[config.mk]
export PLATFORM = sky130hd
export DESIGN_NAME = sa_uart_core
export DESIGN_NICKNAME = d
export VERILOG_FILES = /design/src/rtl/sa_uart_pkg.sv /design/src/rtl/sa_uart_regs.sv /design/src/rtl/sa_uart_tx.sv /design/src/rtl/sa_uart_rx.sv /design/src/rtl/sa_uart_core.sv
export SDC_FILE = /design/constraint.sdc
export NUM_CORES = 1
export LEC_CHECK = 0
export ABC_AREA = 0
export BUFFER_PORTS_ARGS = -buffer_cell sky130_fd_sc_hd__buf_4
export CAP_MARGIN = 10
export CORE_MARGIN = 2
export CORE_UTILIZATION = 25
export CTS_CLUSTER_SIZE = 25
export DETAILED_ROUTE_END_ITERATION = 12
export PLACE_DENSITY = 0.44
export SLEW_MARGIN = 40
export SYNTH_ARGS = -nofsm -noshare
export SYNTH_HDL_FRONTEND = slang
export SYNTH_SLANG_ARGS = --single-unit
[constraint.sdc]
create_clock -name clk -period 4.5 [get_ports clk]
set_clock_uncertainty 0.15 [all_clocks]
set_input_delay 0.675 -clock clk [delete_from_list [all_inputs] [get_ports clk]]
set_output_delay 0.675 -clock clk [all_outputs]
set_load 0.005 [all_outputs]
[src/rtl/sa_uart_pkg.sv]
package sa_uart_pkg;

  // Configuration word fields, packed so wdata[4:0] casts straight in
  typedef struct packed {
    logic       two_stop;
    logic       even;
    logic       par_en;
    logic [1:0] len;
  } mode_t;

  typedef enum logic [1:0] {RX_IDLE, RX_START, RX_BITS, RX_STOP} rx_state_t;

  function automatic logic [3:0] data_bits(mode_t m);
    return 4'd5 + {2'b00, m.len};
  endfunction

  function automatic logic [3:0] frame_bits(mode_t m);
    return 4'd1 + data_bits(m) + {3'b000, m.par_en} + (m.two_stop ? 4'd2 : 4'd1);
  endfunction

endpackage

[src/rtl/sa_uart_regs.sv]
module sa_uart_regs
  import sa_uart_pkg::*;
(
  input  logic       clk,
  input  logic       rst,
  input  logic       cs_n,
  input  logic       rd_n,
  input  logic       wr_n,
  input  logic       sel_ctl,
  input  logic [7:0] wdata,
  output mode_t      mode,
  output logic       tx_en,
  output logic       rx_en,
  output logic       err_clr,
  output logic       data_wr,
  output logic       data_rd
);
  logic mode_set;
  logic ctl_wr;

  assign ctl_wr  = ~cs_n & ~wr_n & sel_ctl;
  assign data_wr = ~cs_n & ~wr_n & ~sel_ctl;
  assign data_rd = ~cs_n & ~rd_n & ~sel_ctl;
  assign err_clr = ctl_wr & mode_set & wdata[2];

  always_ff @(posedge clk) begin
    if (rst) begin
      mode_set <= 1'b0;
      mode     <= '0;
      tx_en    <= 1'b0;
      rx_en    <= 1'b0;
    end else if (ctl_wr) begin
      if (!mode_set) begin
        mode     <= mode_t'(wdata[4:0]);
        mode_set <= 1'b1;
      end else begin
        tx_en <= wdata[0];
        rx_en <= wdata[1];
      end
    end
  end

  AST_MODE_FROZEN: assert property (@(posedge clk) disable iff (rst)
    (mode_set && ctl_wr) |=> $stable(mode));
  AST_FIRST_CTL_NO_RUN: assert property (@(posedge clk) disable iff (rst)
    (!mode_set && ctl_wr) |=> (!tx_en && !rx_en));

endmodule

[src/rtl/sa_uart_tx.sv]
module sa_uart_tx
  import sa_uart_pkg::*;
#(
  parameter int OVS = 16
) (
  input  logic       clk,
  input  logic       rst,
  input  logic       tick,
  input  mode_t      mode,
  input  logic       tx_en,
  input  logic       wr_stb,
  input  logic [7:0] wr_data,
  output logic       txd,
  output logic       rdy,
  output logic       empty
);
  localparam int CW = $clog2(OVS);
  localparam int FW = 12;

  logic [7:0]    hold;
  logic          full;
  logic [FW-1:0] sh;
  logic [FW-1:0] fr;
  logic [3:0]    left;
  logic [3:0]    nb;
  logic          busy;
  logic          load;
  logic          par;
  logic [CW-1:0] tcnt;

  assign load = full && !busy && tx_en;

  // Frame image, LSB is sent first; unused upper positions stay high (stop)
  always_comb begin
    nb    = data_bits(mode);
    fr    = '1;
    fr[0] = 1'b0;
    par   = ~mode.even;
    for (int i = 0; i < 8; i++) begin
      if (i < int'(nb)) begin
        fr[i+1] = hold[i];
        par     = par ^ hold[i];
      end
    end
    if (mode.par_en) fr[int'(nb)+1] = par;
  end

  always_ff @(posedge clk) begin
    if (rst) begin
      hold <= '0;
      full <= 1'b0;
      sh   <= '1;
      left <= '0;
      busy <= 1'b0;
      tcnt <= '0;
    end else begin
      if (load) begin
        sh   <= fr;
        left <= frame_bits(mode);
        busy <= 1'b1;
        tcnt <= '0;
        full <= 1'b0;
      end else if (busy && tick) begin
        if (tcnt == CW'(OVS-1)) begin
          tcnt <= '0;
          sh   <= {1'b1, sh[FW-1:1]};
          left <= left - 4'd1;
          if (left == 4'd1) busy <= 1'b0;
        end else begin
          tcnt <= tcnt + 1'b1;
        end
      end
      if (wr_stb && !full) begin
        hold <= wr_data;
        full <= 1'b1;
      end
    end
  end

  assign txd   = busy ? sh[0] : 1'b1;
  assign rdy   = !full;
  assign empty = !busy;

  AST_LOAD_FREES_BUF: assert property (@(posedge clk) disable iff (rst)
    $rose(busy) |-> !full);
  AST_FULL_WRITE_DROPPED: assert property (@(posedge clk) disable iff (rst)
    (full && wr_stb) |=> $stable(hold));
  AST_BIT_HELD: assert property (@(posedge clk) disable iff (rst)
    (busy && !tick) |=> $stable(txd));

endmodule

[src/rtl/sa_uart_rx.sv]
module sa_uart_rx
  import sa_uart_pkg::*;
#(
  parameter int OVS = 16
) (
  input  logic       clk,
  input  logic       rst,
  input  logic       tick,
  input  logic       rxd,
  input  mode_t      mode,
  input  logic       rx_en,
  input  logic       rd_stb,
  input  logic       err_clr,
  output logic [7:0] data,
  output logic       rdy,
  output logic       pe,
  output logic       oe,
  output logic       fe,
  output logic       brk
);
  localparam int CW   = $clog2(OVS);
  localparam int HALF = OVS / 2;
  localparam int BW   = $clog2(24*OVS + 2);

  rx_state_t     st;
  logic [CW-1:0] cnt;
  logic [3:0]    idx;
  logic [3:0]    nb;
  logic [3:0]    last;
  logic [7:0]    sh;
  logic          pbit;
  logic          mid;
  logic          done;
  logic          exp_p;
  logic [BW-1:0] lcnt;
  logic [BW-1:0] lim;

  assign nb    = data_bits(mode);
  assign last  = nb - 4'd1 + {3'b000, mode.par_en};
  assign mid   = tick && (cnt == CW'(OVS-1));
  assign done  = (st == RX_STOP) && mid;
  assign exp_p = (^sh) ^ ~mode.even;
  assign lim   = BW'(frame_bits(mode)) * BW'(2*OVS);
  assign brk   = lcnt > lim;

  always_ff @(posedge clk) begin
    if (rst) begin
      st   <= RX_IDLE;
      cnt  <= '0;
      idx  <= '0;
      sh   <= '0;
      pbit <= 1'b0;
    end else begin
      case (st)
        RX_IDLE: if (rx_en && !rxd) begin
          st  <= RX_START;
          cnt <= '0;
        end
        RX_START: if (tick) begin
          if (cnt == CW'(HALF-1)) begin
            cnt <= '0;
            if (rxd) st <= RX_IDLE;
            else begin
              st  <= RX_BITS;
              idx <= '0;
              sh  <= '0;
            end
          end else cnt <= cnt + 1'b1;
        end
        RX_BITS: if (tick) begin
          if (mid) begin
            cnt <= '0;
            if (idx < nb) sh[idx[2:0]] <= rxd;
            else          pbit         <= rxd;
            idx <= idx + 4'd1;
            if (idx == last) st <= RX_STOP;
          end else cnt <= cnt + 1'b1;
        end
        RX_STOP: if (tick) begin
          if (mid) begin
            cnt <= '0;
            st  <= RX_IDLE;
          end else cnt <= cnt + 1'b1;
        end
        default: st <= RX_IDLE;
      endcase
    end
  end

  always_ff @(posedge clk) begin
    if (rst) begin
      data <= '0;
      rdy  <= 1'b0;
      pe   <= 1'b0;
      oe   <= 1'b0;
      fe   <= 1'b0;
    end else begin
      if (rd_stb) rdy <= 1'b0;
      if (err_clr) begin
        pe <= 1'b0;
        oe <= 1'b0;
        fe <= 1'b0;
      end
      if (done) begin
        data <= sh;
        rdy  <= 1'b1;
        if (rdy) oe <= 1'b1;
        if (!rxd) fe <= 1'b1;
        if (mode.par_en && (pbit != exp_p)) pe <= 1'b1;
      end
    end
  end

  // Low-time counter for break, saturating one past the limit
  always_ff @(posedge clk) begin
    if (rst || rxd)             lcnt <= '0;
    else if (tick && lcnt <= lim) lcnt <= lcnt + 1'b1;
  end

  AST_FALSE_START: assert property (@(posedge clk) disable iff (rst)
    (st == RX_START && tick && cnt == CW'(HALF-1) && rxd) |=> (st == RX_IDLE));
  AST_READ_CLEARS: assert property (@(posedge clk) disable iff (rst)
    (rd_stb && !done) |=> !rdy);
  AST_OVERRUN: assert property (@(posedge clk) disable iff (rst)
    (done && rdy) |=> oe);
  AST_ERR_CLEARED: assert property (@(posedge clk) disable iff (rst)
    (err_clr && !done) |=> !(pe || oe || fe));
  AST_BRK_RELEASE: assert property (@(posedge clk) disable iff (rst)
    rxd |=> !brk);

endmodule

[src/rtl/sa_uart_core.sv]
module sa_uart_core
  import sa_uart_pkg::*;
#(
  parameter int OVS = 16
) (
  input  logic       clk,
  input  logic       rst,
  input  logic       cs_n,
  input  logic       rd_n,
  input  logic       wr_n,
  input  logic       sel_ctl,
  input  logic [7:0] wdata,
  output logic [7:0] rdata,
  input  logic       tx_tick,
  input  logic       rx_tick,
  input  logic       rxd,
  output logic       txd,
  output logic       tx_rdy,
  output logic       tx_empty,
  output logic       rx_rdy,
  output logic       brk_det
);
  mode_t      mode;
  logic       tx_en, rx_en, err_clr, data_wr, data_rd;
  logic       pe, oe, fe;
  logic [7:0] rx_data;
  logic [7:0] status;

  sa_uart_regs u_regs (
    .clk(clk), .rst(rst), .cs_n(cs_n), .rd_n(rd_n), .wr_n(wr_n),
    .sel_ctl(sel_ctl), .wdata(wdata), .mode(mode), .tx_en(tx_en),
    .rx_en(rx_en), .err_clr(err_clr), .data_wr(data_wr), .data_rd(data_rd)
  );

  sa_uart_tx #(.OVS(OVS)) u_tx (
    .clk(clk), .rst(rst), .tick(tx_tick), .mode(mode), .tx_en(tx_en),
    .wr_stb(data_wr), .wr_data(wdata), .txd(txd), .rdy(tx_rdy),
    .empty(tx_empty)
  );

  sa_uart_rx #(.OVS(OVS)) u_rx (
    .clk(clk), .rst(rst), .tick(rx_tick), .rxd(rxd), .mode(mode),
    .rx_en(rx_en), .rd_stb(data_rd), .err_clr(err_clr), .data(rx_data),
    .rdy(rx_rdy), .pe(pe), .oe(oe), .fe(fe), .brk(brk_det)
  );

  assign status = {1'b0, brk_det, fe, oe, pe, tx_empty, rx_rdy, tx_rdy};
  assign rdata  = sel_ctl ? status : rx_data;

endmodule

==> reports/results.txt, run 1 <==
The run finished with clean final reports. The areal power density over the cells is 290.6 mW/mm^2, and the average wire per standard cell is 13.99 um. The worst path in the final design needs a cycle of 4273 ps, including I/O delays and setup.

The flip-flop and latch count after synthesis works out to 78. The count of warnings emitted by yosys is 0. The sum of routed wire length over all layers is 10.76 mm.

In this run the standard cell core region covers 0.01742 mm^2. The hold-critical path depth is 2, and the floorplan die width is 138.0 um. TritonCTS built the clock tree. For this run the aggregate overflow at the end of global routing stands at 0.

The number of buffers and inverters on the critical path is 4. The kind of cell with the highest combined delay along the critical path is adder cells. Leaving out fill and tap cells, the most frequent cells in the layout are 77 x dfxtp_1, 60 x nor2_1, 49 x nand2_1. The leading cell type in the layout, fill and taps excluded was dfxtp_1.

The maximum fanout encountered on the critical timing path was 8; the final setup violation count was 0. In the final layout, flip-flops and latches occupy 0.001563 mm^2. The run gives 0 as the initial antenna violation count.

Entering global routing, the biggest net connects 80 pins. In this run the clock root is driven by a clkbuf_16. The share of the Yosys chip area taken by registers is 34.79%. The logs give 0 for the number of max-capacitance violations reported and 1902 for the number of filler cells placed in the layout.

For the pin with the worst max-slew slack, the measured transition is 792.8 ps. For the total die area, the log shows 0.01904 mm^2. For the clock tree buffer depth, the log shows 2. The antenna diode count was 0. The later-pin clock latency in the skew report is 340 ps.

In the synthesized netlist the dominant register cell turns out to be dfxtp_1. The run gives 30 as the top-level port count. dfxtp_1 takes more of the synthesized area than any other cell. Setup repair after global routing left no endpoint under its margin. After synthesis, the share of flip-flops with an asynchronous set or reset is 0%. Detailed placement finished with a half-perimeter wire length of 7.460 mm.

A synthesized cell averages 8.468 um^2. The tools report the terminus of the critical flop-to-flop path as u_rx.lcnt[3]. The setup path with the least slack is of type reg2out. STA classifies the critical path startpoint as a flip-flop. The post-synthesis cell type count was 60.

The total CTS buffers was 9; the post-synthesis net count was 579. The height of the chip is 138.0 um. The number of max-slew violations in the final report came out at 0.

The initialized floorplan defines 48 standard-cell rows. The synthesis-to-layout area growth was 14.86%. For this design, the sink count on the clock tree is 78. Worst min-delay path class: reg2reg. The total leakage power came out at 1.891 nW. During placement, the flow inserted port buffers numbering 29. Across the VDD grid, the largest voltage drop is 0.0001999 V. The setup check on the worst reg-to-reg path leaves a slack of 1050 ps. Synthesis produced 530 cells.

The first global-routing pass estimated 18.04 mm of wire. The multi-input combinational cells in the finished layout cover a total of 0.002690 mm^2. Once the floorplan was initialized, standard cells occupied 25.77% of the core. The worst register-to-register path has a depth of 11. The detailed router finished its first iteration with 175 violations. In the final design database the tool counted 590 nets. The critical path data arrival time was 3450 ps; the via count of the first global-routing pass was 3568. Using the TritonRoute via totals, the vias-per-cell ratio works out to 4.804. Summing every instance area after synthesis gives 0.004488 mm^2.

The kind of end point of the critical path is a primary output. After detailed routing, the number of remaining DRC violations is 0. The remaining antenna violation count after routing was 0.

Headroom to the max-slew limit came out at 46.99%. The post-route netlist has 12.68% of its cells at a drive strength greater than 1. The cell that appears most often on the critical path is inv_1. The tools report the terminating pin of the worst hold path as u_rx.data[1]. The number of buffers inserted to repair setup after CTS came out at 0. The clock tree synthesis step divided the H-tree into 3 levels. Counting flops with a built-in enable in the synthesized netlist gives 0. Static timing analysis puts the maximum clock frequency at 234.0 MHz. After clock tree synthesis, the clock-pin slew on the worst setup and hold paths is 60 ps. The global placer's final weighted congestion is 0.7615. The cell with the biggest individual delay on the critical path is fa_1. The tools report the setup TNS after final layout as 0 ps. At the worst endpoint, the required time is 3670 ps. The via count came out at 3694. Traced cell by cell, the critical path runs through inv_1 > fa_1 > inv_1 > fa_1 > inv_1 > ha_1 > nor2b_4 > o21a_1 > o31a_2 > mux2_2 > buf_4. The run gives 0.004876 mm^2 as the placed standard-cell area. Across all setup checks in the final design, the least slack found is 227.4 ps. The tools report the total non-filler cell area in the finished layout as 0.005155 mm^2. At the placement stage, the worst setup path has a slack of 505.5 ps. Once layout is complete, the utilization of the core stands at 29.60%.

The total power after layout was 1.498 mW; the overall track demand over capacity in global routing was 12.00%. The first-pass iteration count of the detailed router was 4; the final hold violation count was 0. The tools report the startpoint of the worst hold path as u_rx.data[1]. The highest cell delay on the worst timing path was 560 ps.

The startpoint identified for the worst register-to-register timing path is u_regs.mode[1]. Fraction of synthesized cell area taken by the top area cell type: 34.79%. Sorting the synthesized cells by area gives the leading types as dfxtp_1 35%, ha_1 8.4%, nor2_1 5.0%. In the finished design, the share of the clock period the worst path needs comes to 94.95%.
-- cell families after synthesis --
kind of cell	count (synthesis)	synth area share (%)
compound gates	105	15.64
buf+inv	60	5.464
xor+xnor	31	6.691
flops	78	34.79
fa+ha+maj	32	9.256
simple gates	198	22.16
mux	26	5.994
-- final cells by class --
| class | instances | area share, % |
|---|---|---|
| well taps | 225 | 5.461 |
| multi-input cells | 392 | 52.18 |
| repair buffers | 32 | 4.733 |
| clock inverters | 2 | 0.6796 |
| flip-flops and latches | 78 | 30.32 |
| clock buffers | 12 | 4.587 |
| inverters | 28 | 2.039 |
-- per-stage QoR --
stage | hold slack, ps | cells
floorplan | 298.2 | 530
global placement | 314.4 | 755
detailed placement | 325.3 | 755
CTS | 339.3 | 769
global route | 361.2 | 769
finish | 337.1 | 769
-- what timing repair did --
action / 4_1_cts / 5_1_grt
resized for setup: 0 / 1
endpoints found under the setup margin: 0 / 1
hold endpoints to repair: 0 / 0
hold buffers: 0 / 0
-- layer usage --
metal | vias to the layer above | track usage (%) | wire [um]
met5 | - | 0 | 0
met3 | 5 | 3.509 | 373
met4 | 0 | 2.211 | 68
met1 | 1766 | 15.69 | 5159
li1 | 1879 | - | -
met2 | 44 | 19.77 | 5161
-- how the worst max path moves through the flow --
stage                               from  endpoint  slack (ps)  depth (start not counted)
after floorplan           u_regs.mode[0]  rdata[6]         730                         10
after global placement    u_regs.mode[1]  rdata[6]         590                         11
after detailed placement  u_regs.mode[1]  rdata[6]         510                         11
after CTS                 u_regs.mode[1]  rdata[6]         130                         11
after global routing      u_regs.mode[1]  rdata[6]          50                         11
final                     u_regs.mode[1]  rdata[6]         230                         11
-- worst register-to-register path, stage by stage, from the launching register on --
cell     delay [ps]
dfxtp_2         380
inv_1           120
fa_1            520
inv_1            70
fa_1            560
inv_1            50
ha_1            290
nor2b_4         130
o21a_1          180
o21a_2          260
or4_1           520
a21oi_1         150
-- cells in the mapped netlist, drive strengths merged, types with 8 or more instances --
library cell / instances
a31oi: 11
nand2: 49
o21ai: 16
a311o: 8
xnor2: 20
nor2: 61
clkbuf: 14
dfxtp: 78
a21oi: 33
xor2: 9
nand3: 12
or3: 8
buf: 18
inv: 28
ha: 30
nor3: 11
mux2i: 19
o31ai: 9
-- registers in the layout (all words and copies together) (netlist names), 4 cells and up, named ones only --
| name | cells |
|---|---|
| u_rx.cnt | 4 |
| u_tx.left | 4 |
| u_tx.tcnt | 4 |
| u_tx.hold | 8 |
| u_rx.sh | 8 |
| u_rx.lcnt | 9 |
| u_tx.sh | 12 |
| u_rx.data | 8 |
| u_regs.mode | 5 |
| u_rx.idx | 4 |
-- power breakdown --
group,switching (mW),internal (mW),leakage [nW]
logic,0.0564,0.0435,1.13
clock network,0.272,0.423,0.132
registers,0.00664,0.697,0.630
Power figures use the tool's default switching activity.
==> inputs of run 2 (changes only) <==
==> constraint.sdc (replaced) <==
create_clock -name clk -period 4.1 [get_ports clk]
set_clock_uncertainty 0.15 [all_clocks]
set_input_delay 0.615 -clock clk [delete_from_list [all_inputs] [get_ports clk]]
set_output_delay 0.615 -clock clk [all_outputs]
set_load 0.005 [all_outputs]
==> reports/results.txt, run 2 (same netlist as run 1, synthesis figures left out) <==
The overall track demand over capacity in global routing is 12.38% (+0.39 points). The clock tree root driver cell is clkbuf_16. Counting flops per register, the top entry is u_tx.sh. TritonCTS built the clock tree. The first-pass iteration count of the detailed router was 4 (unchanged). The run gives 0.7950 (+4.4%) as the global placer's final weighted congestion. The starting density of the core is 25.77% (unchanged), and the first-pass GRT wire length is 18.44 mm (+2.2%).

The routed via count divided by cell count is 4.729 (-1.6%). The total number of nets in the final design is 594 (+0.68%). The clock edge transition at the registers on the reported setup and hold paths is 60 ps (about the same). The antenna diode count is 0 (unchanged). The initial antenna violation count came out at 0 (unchanged).

For the final core area utilization, the log shows 30.06% (+0.47 points). The number of max-capacitance violations reported was 0 (unchanged). Core box area: 0.01742 mm^2 (unchanged).

The tools report the aggregate global routing overflow as 0 (unchanged). The tools report the routed length on met3 as 357 um (-4.3%). The remaining routing DRC violations came out at 0 (unchanged). Critical setup path kind: reg2out.

Relative to the synthesized area, the layout overhead comes to 16.67%. The total number of clock tree sinks is 78 (unchanged). The run gives 7.557 mm (+1.3%) as the detailed placer's ending HPWL. In this run the worst hold path is classified as reg2reg.

The leading cell type in the layout, fill and taps excluded is dfxtp_1. The number of H-tree levels came out at 3 (unchanged). The via count was 3665 (-0.79%); the violation count after the first detailed-routing iteration was 186 (+6.3%). The tools report the startpoint type of the worst setup path as a flip-flop. The clock tree buffer depth came out at 2 (unchanged).

The count of standard-cell rows is 48 (unchanged). The number of flip-flops in the largest register is 12 (unchanged). The data required time of the critical path is 3340 ps (-330 ps), and the sum of routed wire length over all layers is 10.93 mm (+1.6%). The layout cell share with drive strength beyond 1 works out to 14.91% (+2.2 points). The highest metal layer carrying signal wires in the routed design is met4. The average wire per standard cell is 14.10 um (+0.77%).

The number of buffer cells added on primary ports works out to 29 (unchanged). The library cells used most frequently in the layout, excluding fill and tap cells, are 75 x dfxtp_1, 60 x nor2_1, 49 x nand2_1. The largest net degree at the start of global routing was 80 (unchanged); the total CTS buffers was 9 (unchanged).

The critical path goes through buf_4 > ha_1 > inv_1 > ha_2 > fa_1 > inv_1 > ha_1 > nor2b_4 > o21a_1 > o31a_4 > mux2_2 > buf_4. The transition time at the pin with the least slew margin works out to 762.1 ps (-30.72 ps). Total leakage power: 1.940 nW (+2.6%). Total die area: 0.01904 mm^2 (unchanged). Setup repair after global routing left no endpoint under its margin. The tools report the later-pin clock latency in the skew report as 340 ps (about the same).

After layout, the worst path uses 96.62% of the clock period. The tools report the critical path data arrival time as 3200 ps (-250 ps). The final hold violation count is 0 (unchanged), and the maximum fanout encountered on the critical timing path is 8 (unchanged). The tools report the largest vdd supply drop as 0.0001822 V (-8.8%). The cell family contributing the most delay on the critical path is adder cells. The cell with the biggest individual delay on the critical path was fa_1. The run finished with clean final reports. The relative max-transition margin came out at 49.04% (+2.1 points). The via count of the first global-routing pass is 3683 (+3.2%). The setup TNS after final layout came out at 0 ps (unchanged).

STA classifies the critical path endpoint as a primary output. The met1 wire length is 5.318 mm (+3.1%), and the final worst-path setup slack is 138.7 ps (-88.71 ps). The floorplan die width works out to 138.0 um (unchanged). The clock period could shrink to 3961 ps. In the final layout, the registers with the most flip-flops are u_tx.sh: 12 flops, u_rx.lcnt: 9 flops. The number of buffer and inverter stages on the critical path came out at 4 (unchanged). The pre-CTS setup slack was 186.5 ps (-319.0 ps); the worst setup slack for register-to-register paths was 800 ps (-250 ps).

Height of the chip: 138.0 um (unchanged). The sum of met2 wire segment lengths after detailed routing was 5.092 mm (-1.3%); the number of max-slew violations in the final report was 0 (unchanged). The remaining antenna violation count after routing is 0 (unchanged). The top-level port count was 30 (unchanged). The run gives 252.4 MHz as the highest clock rate.

The highest cell delay on the worst timing path was 520 ps (-40 ps). The final setup violation count was 0 (unchanged). The areal power density over the cells is 326.8 mW/mm^2 (+12%).
==> run 2: cell types whose count changed in the layout (fill, tap and decap cells not counted), sizes merged <==
cell,previous run,this run
buf,32,36
clkinv,1,4
clkbuf,12,11
==> run 2: power by group <==
part,total (mW),switching (mW),internal [mW]
clock,0.829,0.324,0.505
combinational,0.112,0.0632,0.0489
sequential,0.770,0.00643,0.764
total,1.71,0.394,1.32
==> run 2: area by class of cell <==
type / count / area (um^2)
fill: 1898 / 12180
tap: 225 / 281.5
sequential: 78 / 1568
clock inverter: 5 / 57.56
multi-input combinational: 392 / 2698
timing repair buffer: 36 / 274.0
inverter: 28 / 105.1
clock buffer: 11 / 252.7
==> run 2: worst paths after layout <==
kind / start / endpoint / cells after the start
max: u_regs.mode[0] / rdata[6] / 12
min: u_rx.data[6] / u_rx.data[6] / 2
max reg2reg: u_regs.mode[0] / u_rx.lcnt[2] / 13
min reg2reg: u_rx.data[6] / u_rx.data[6] / 2
==> run 2: through the flow <==
stage	cells	power (mW)	hold WS, ps	instance area [um^2]
after CTS	775	1.742	336.2	5229
after global routing	775	1.784	363.7	5236
after detailed placement	757	0.8999	319.8	4891
after floorplan	530	0.8580	298.2	4488
after global placement	757	0.8972	314.0	4891
final	775	1.711	334.4	5236
==> run 2: worst reg2reg max path: cells and delay by family (launching register included) <==
family	cells	cell delay [ps]
adders and majority gates	4	1260
AOI/OAI and AO/OA	3	620
and+or+nand+nor	2	470
buffers and inverters	4	410
DFF	1	320
==> run 2: what timing repair did <==
action | in CTS | in global routing
hold buffers | 0 | 0
gates resized for setup | 6 | 2
setup endpoints to repair | 1 | 1
pin swaps | 2 | 2
gates cloned | 0 | 0
buffers inserted | 2 | 0
==> run 2: routing by layer <==
metal	vias to the layer above	global-route usage [%]
li1	1883	-
met1	1730	15.72
met2	40	20.60
met3	12	3.363
met4	0	3.515
met5	-	0
==> inputs of run 3 (changes only) <==
--- a/config.mk
+++ b/config.mk
@@ -12,7 +12,7 @@
 export CORE_UTILIZATION = 25
 export CTS_CLUSTER_SIZE = 25
 export DETAILED_ROUTE_END_ITERATION = 12
-export PLACE_DENSITY = 0.44
+export PLACE_DENSITY = 0.45
 export SLEW_MARGIN = 40
 export SYNTH_ARGS = -nofsm -noshare
 export SYNTH_HDL_FRONTEND = slang
==> constraint.sdc (replaced) <==
create_clock -name clk -period 3.25 [get_ports clk]
set_clock_uncertainty 0.15 [all_clocks]
set_input_delay 0.4875 -clock clk [delete_from_list [all_inputs] [get_ports clk]]
set_output_delay 0.4875 -clock clk [all_outputs]
set_load 0.005 [all_outputs]
==> reports/results.txt, run 3 (same netlist as run 1, synthesis figures left out) <==
The run finished, with violations left. The checks that failed: setup timing. The number of buffer cells added on primary ports came out at 29 (unchanged). The worst hold path belongs to the class in2reg. STA classifies the critical path endpoint as a primary output.

Via count: 3802 (+3.7%). For the critical path data arrival time, the log shows 3130 ps (-70 ps). Violation count after the first detailed-routing iteration: 194 (+4.3%).

The worst reg2reg path startpoint was u_regs.mode[0]. The number of flip-flops in the largest register works out to 12 (unchanged). The leading cell type in the layout, fill and taps excluded is dfxtp_1. Final worst-path setup slack: -515.3 ps (-654.0 ps). The top cell types in the final layout, fill and taps aside, are 75 x dfxtp_1, 60 x nor2_1, 52 x buf_4. The logs give 0 (unchanged) for the total of hold buffers inserted after clock tree synthesis and -400 ps (-1200 ps) for the worst setup slack for register-to-register paths. Clock tree root driver cell: clkbuf_16. Terminus of the critical flop-to-flop path: u_rx.lcnt[8]. The setup path with the least slack is of type reg2out.

The total non-filler cell area in the finished layout is 0.005625 mm^2 (+7.4%), and the setup TNS after final layout is -2243 ps (-2243 ps). The total CTS buffers came out at 9 (unchanged). Initial antenna violation count: 0 (unchanged).

The sum of routed wire length over all layers was 11.12 mm (+1.8%); the final critical path time including I/O delays and setup was 3765 ps. Traced cell by cell, the critical path runs through inv_4 > fa_1 > inv_2 > fa_1 > inv_2 > ha_4 > nor2b_4 > o21a_1 > o31a_2 > mux2_4 > buf_6. Startpoint type of the worst setup path: a flip-flop.

The clock tree buffer depth is 2 (unchanged), and the areal power density over the cells is 417.8 mW/mm^2 (+28%). Number of filler cells placed in the layout: 1824 (-3.9%). Signal routing reaches up to met4.

Largest register by flop count: u_tx.sh. Clock edge transition at the registers on the reported setup and hold paths: 60 ps (about the same). In this run the most critical hold path is launched from wdata[5].

The tools report the total number of clock tree sinks as 78 (unchanged). The total die area was 0.01904 mm^2 (unchanged); the number of cells in the design after placement was 773 (+2.1%). The final core area utilization was 32.30% (+2.2 points); the highest clock rate was 265.6 MHz. The starting density of the core is 25.77% (unchanged), and the later-pin clock latency in the skew report is 350 ps (about the same). The largest net degree at the start of global routing is 80 (unchanged), and the routed via count divided by cell count is 4.753 (+0.50%). The transition time at the pin with the least slew margin was 752.0 ps (-10.08 ps); the largest vdd supply drop was 0.0002402 V (+32%).

The largest registers in the layout are u_tx.sh: 12 flops, u_rx.lcnt: 9 flops. The overall track demand over capacity in global routing is 12.15% (-0.23 points), and the sum of met2 wire segment lengths after detailed routing is 5.335 mm (+4.8%). The slowest stage of the critical path belongs to the cell fa_1.

The first-pass iteration count of the detailed router was 4 (unchanged); the aggregate global routing overflow was 0 (unchanged). The routed length on met3 was 325 um (-9.0%). The layout cell share with drive strength beyond 1 was 21.74% (+6.8 points); the detailed placer's ending HPWL was 7.746 mm (+2.5%). The hold-critical path depth was 3 (+1). The gate family responsible for the most delay along the worst path is adder cells.

Remaining antenna violation count after routing: 0 (unchanged). The antenna diode count is 0 (unchanged). The highest cell delay on the worst timing path works out to 550 ps (+30 ps).

The global placer's final weighted congestion is 0.7497 (-5.7%), and the fraction of the cycle the final worst path needs is 115.9%. The final setup violation count was 9 (+9); the number of buffer and inverter stages on the critical path was 4 (unchanged). The height of the chip came out at 138.0 um (unchanged). The total leakage power was 2.116 nW (+9.1%); the average wire per standard cell was 13.91 um (-1.4%).

The core box area is 0.01742 mm^2 (unchanged), and the number of max-slew violations in the final report is 0 (unchanged). The run gives 3653 (-0.81%) as the via count of the first global-routing pass. Setup repair after global routing could not meet its margin everywhere. The remaining routing DRC violations is 0 (unchanged).

TritonCTS built the clock tree. The first-pass GRT wire length was 18.13 mm (-1.7%); the placed standard-cell area was 0.005024 mm^2 (+2.7%). The depth of the most critical reg-to-reg path is 16 (+3), and the data required time of the critical path is 2610 ps (-730 ps). Top-level port count: 30 (unchanged).

For hold timing, the worst endpoint is u_tx.hold[5]. Number of H-tree levels: 3 (unchanged). Met1 wire length: 5.383 mm (+1.2%).

The maximum fanout encountered on the critical timing path came out at 3 (-5). The relative max-transition margin was 49.81% (+0.77 points); the final hold violation count was 0 (unchanged). Count of placed standard cells in the final layout, fillers left out: 800 (+3.2%). The floorplan die width works out to 138.0 um (unchanged). The number of max-capacitance violations reported was 0 (unchanged).

For the count of standard-cell rows, the log shows 48 (unchanged). Total number of nets in the final design: 620 (+4.4%). The synthesis-to-layout area growth came out at 25.34%.
[run 3: worst reg2reg max path: cells and delay by family (launching register included)]
| kind | cells | cell delay [ps] |
|---|---|---|
| adders and majority gates | 3 | 950 |
| DFF | 1 | 360 |
| xor gates and xnor gates | 1 | 120 |
| AOI/OAI and AO/OA | 3 | 480 |
| buffers and inverters | 7 | 610 |
| and+or+nand+nor | 2 | 920 |
[run 3: repair_timing]
| action | CTS | global route |
|---|---|---|
| buffers inserted | 9 | 5 |
| resized for setup | 16 | 18 |
| pin swaps | 24 | 15 |
| endpoints found under the setup margin | 9 | 11 |
[run 3: final cells by class]
type / instances / area, um^2 / area share [%]
Clock buffer: 12 / 266.5 / 4.738
Clock inverter: 3 / 90.09 / 1.601
Inverter: 28 / 107.6 / 1.913
Multi-Input combinational cell: 392 / 2809 / 49.93
Sequential cell: 78 / 1568 / 27.87
Tap cell: 225 / 281.5 / 5.004
Timing Repair Buffer: 62 / 503.0 / 8.941
[run 3: routing by layer]
metal | vias up | track usage [%]
met4 | 0 | 2.211
li1 | 1932 | -
met3 | 6 | 3.874
met2 | 33 | 19.66
met1 | 1831 | 15.99
met5 | - | 0
[run 3: how the worst max path moves through the flow]
| stage | from | endpoint | slack, ps | depth (start not counted) |
|---|---|---|---|---|
| 5_1_grt | u_regs.mode[0] | rdata[6] | -640 | 11 |
| 3_5_place_dp | u_regs.mode[4] | rdata[6] | -340 | 11 |
| 6_report | u_regs.mode[0] | rdata[6] | -520 | 11 |
| 3_3_place_gp | u_regs.mode[4] | rdata[6] | -290 | 11 |
| 2_1_floorplan | u_regs.mode[1] | rdata[6] | -110 | 10 |
| 4_1_cts | u_regs.mode[0] | rdata[6] | -550 | 11 |
[run 3: power by group]
group / switching [mW] / internal (mW)
registers: 0.00837 / 0.964
clock network: 0.400 / 0.809
logic: 0.0879 / 0.0814
total: 0.496 / 1.85
[run 3: metrics by stage]
| stage | hold slack [ps] | setup WS [ps] | total power [mW] |
|---|---|---|---|
| detailed placement | 330.7 | -335.1 | 1.138 |
| global placement | 313.1 | -287.1 | 1.135 |
| floorplan | 298.2 | -105.9 | 1.083 |
| CTS | 218.7 | -547.0 | 2.380 |
| finish | 232.0 | -515.3 | 2.350 |
| global route | 219.4 | -637.4 | 2.456 |
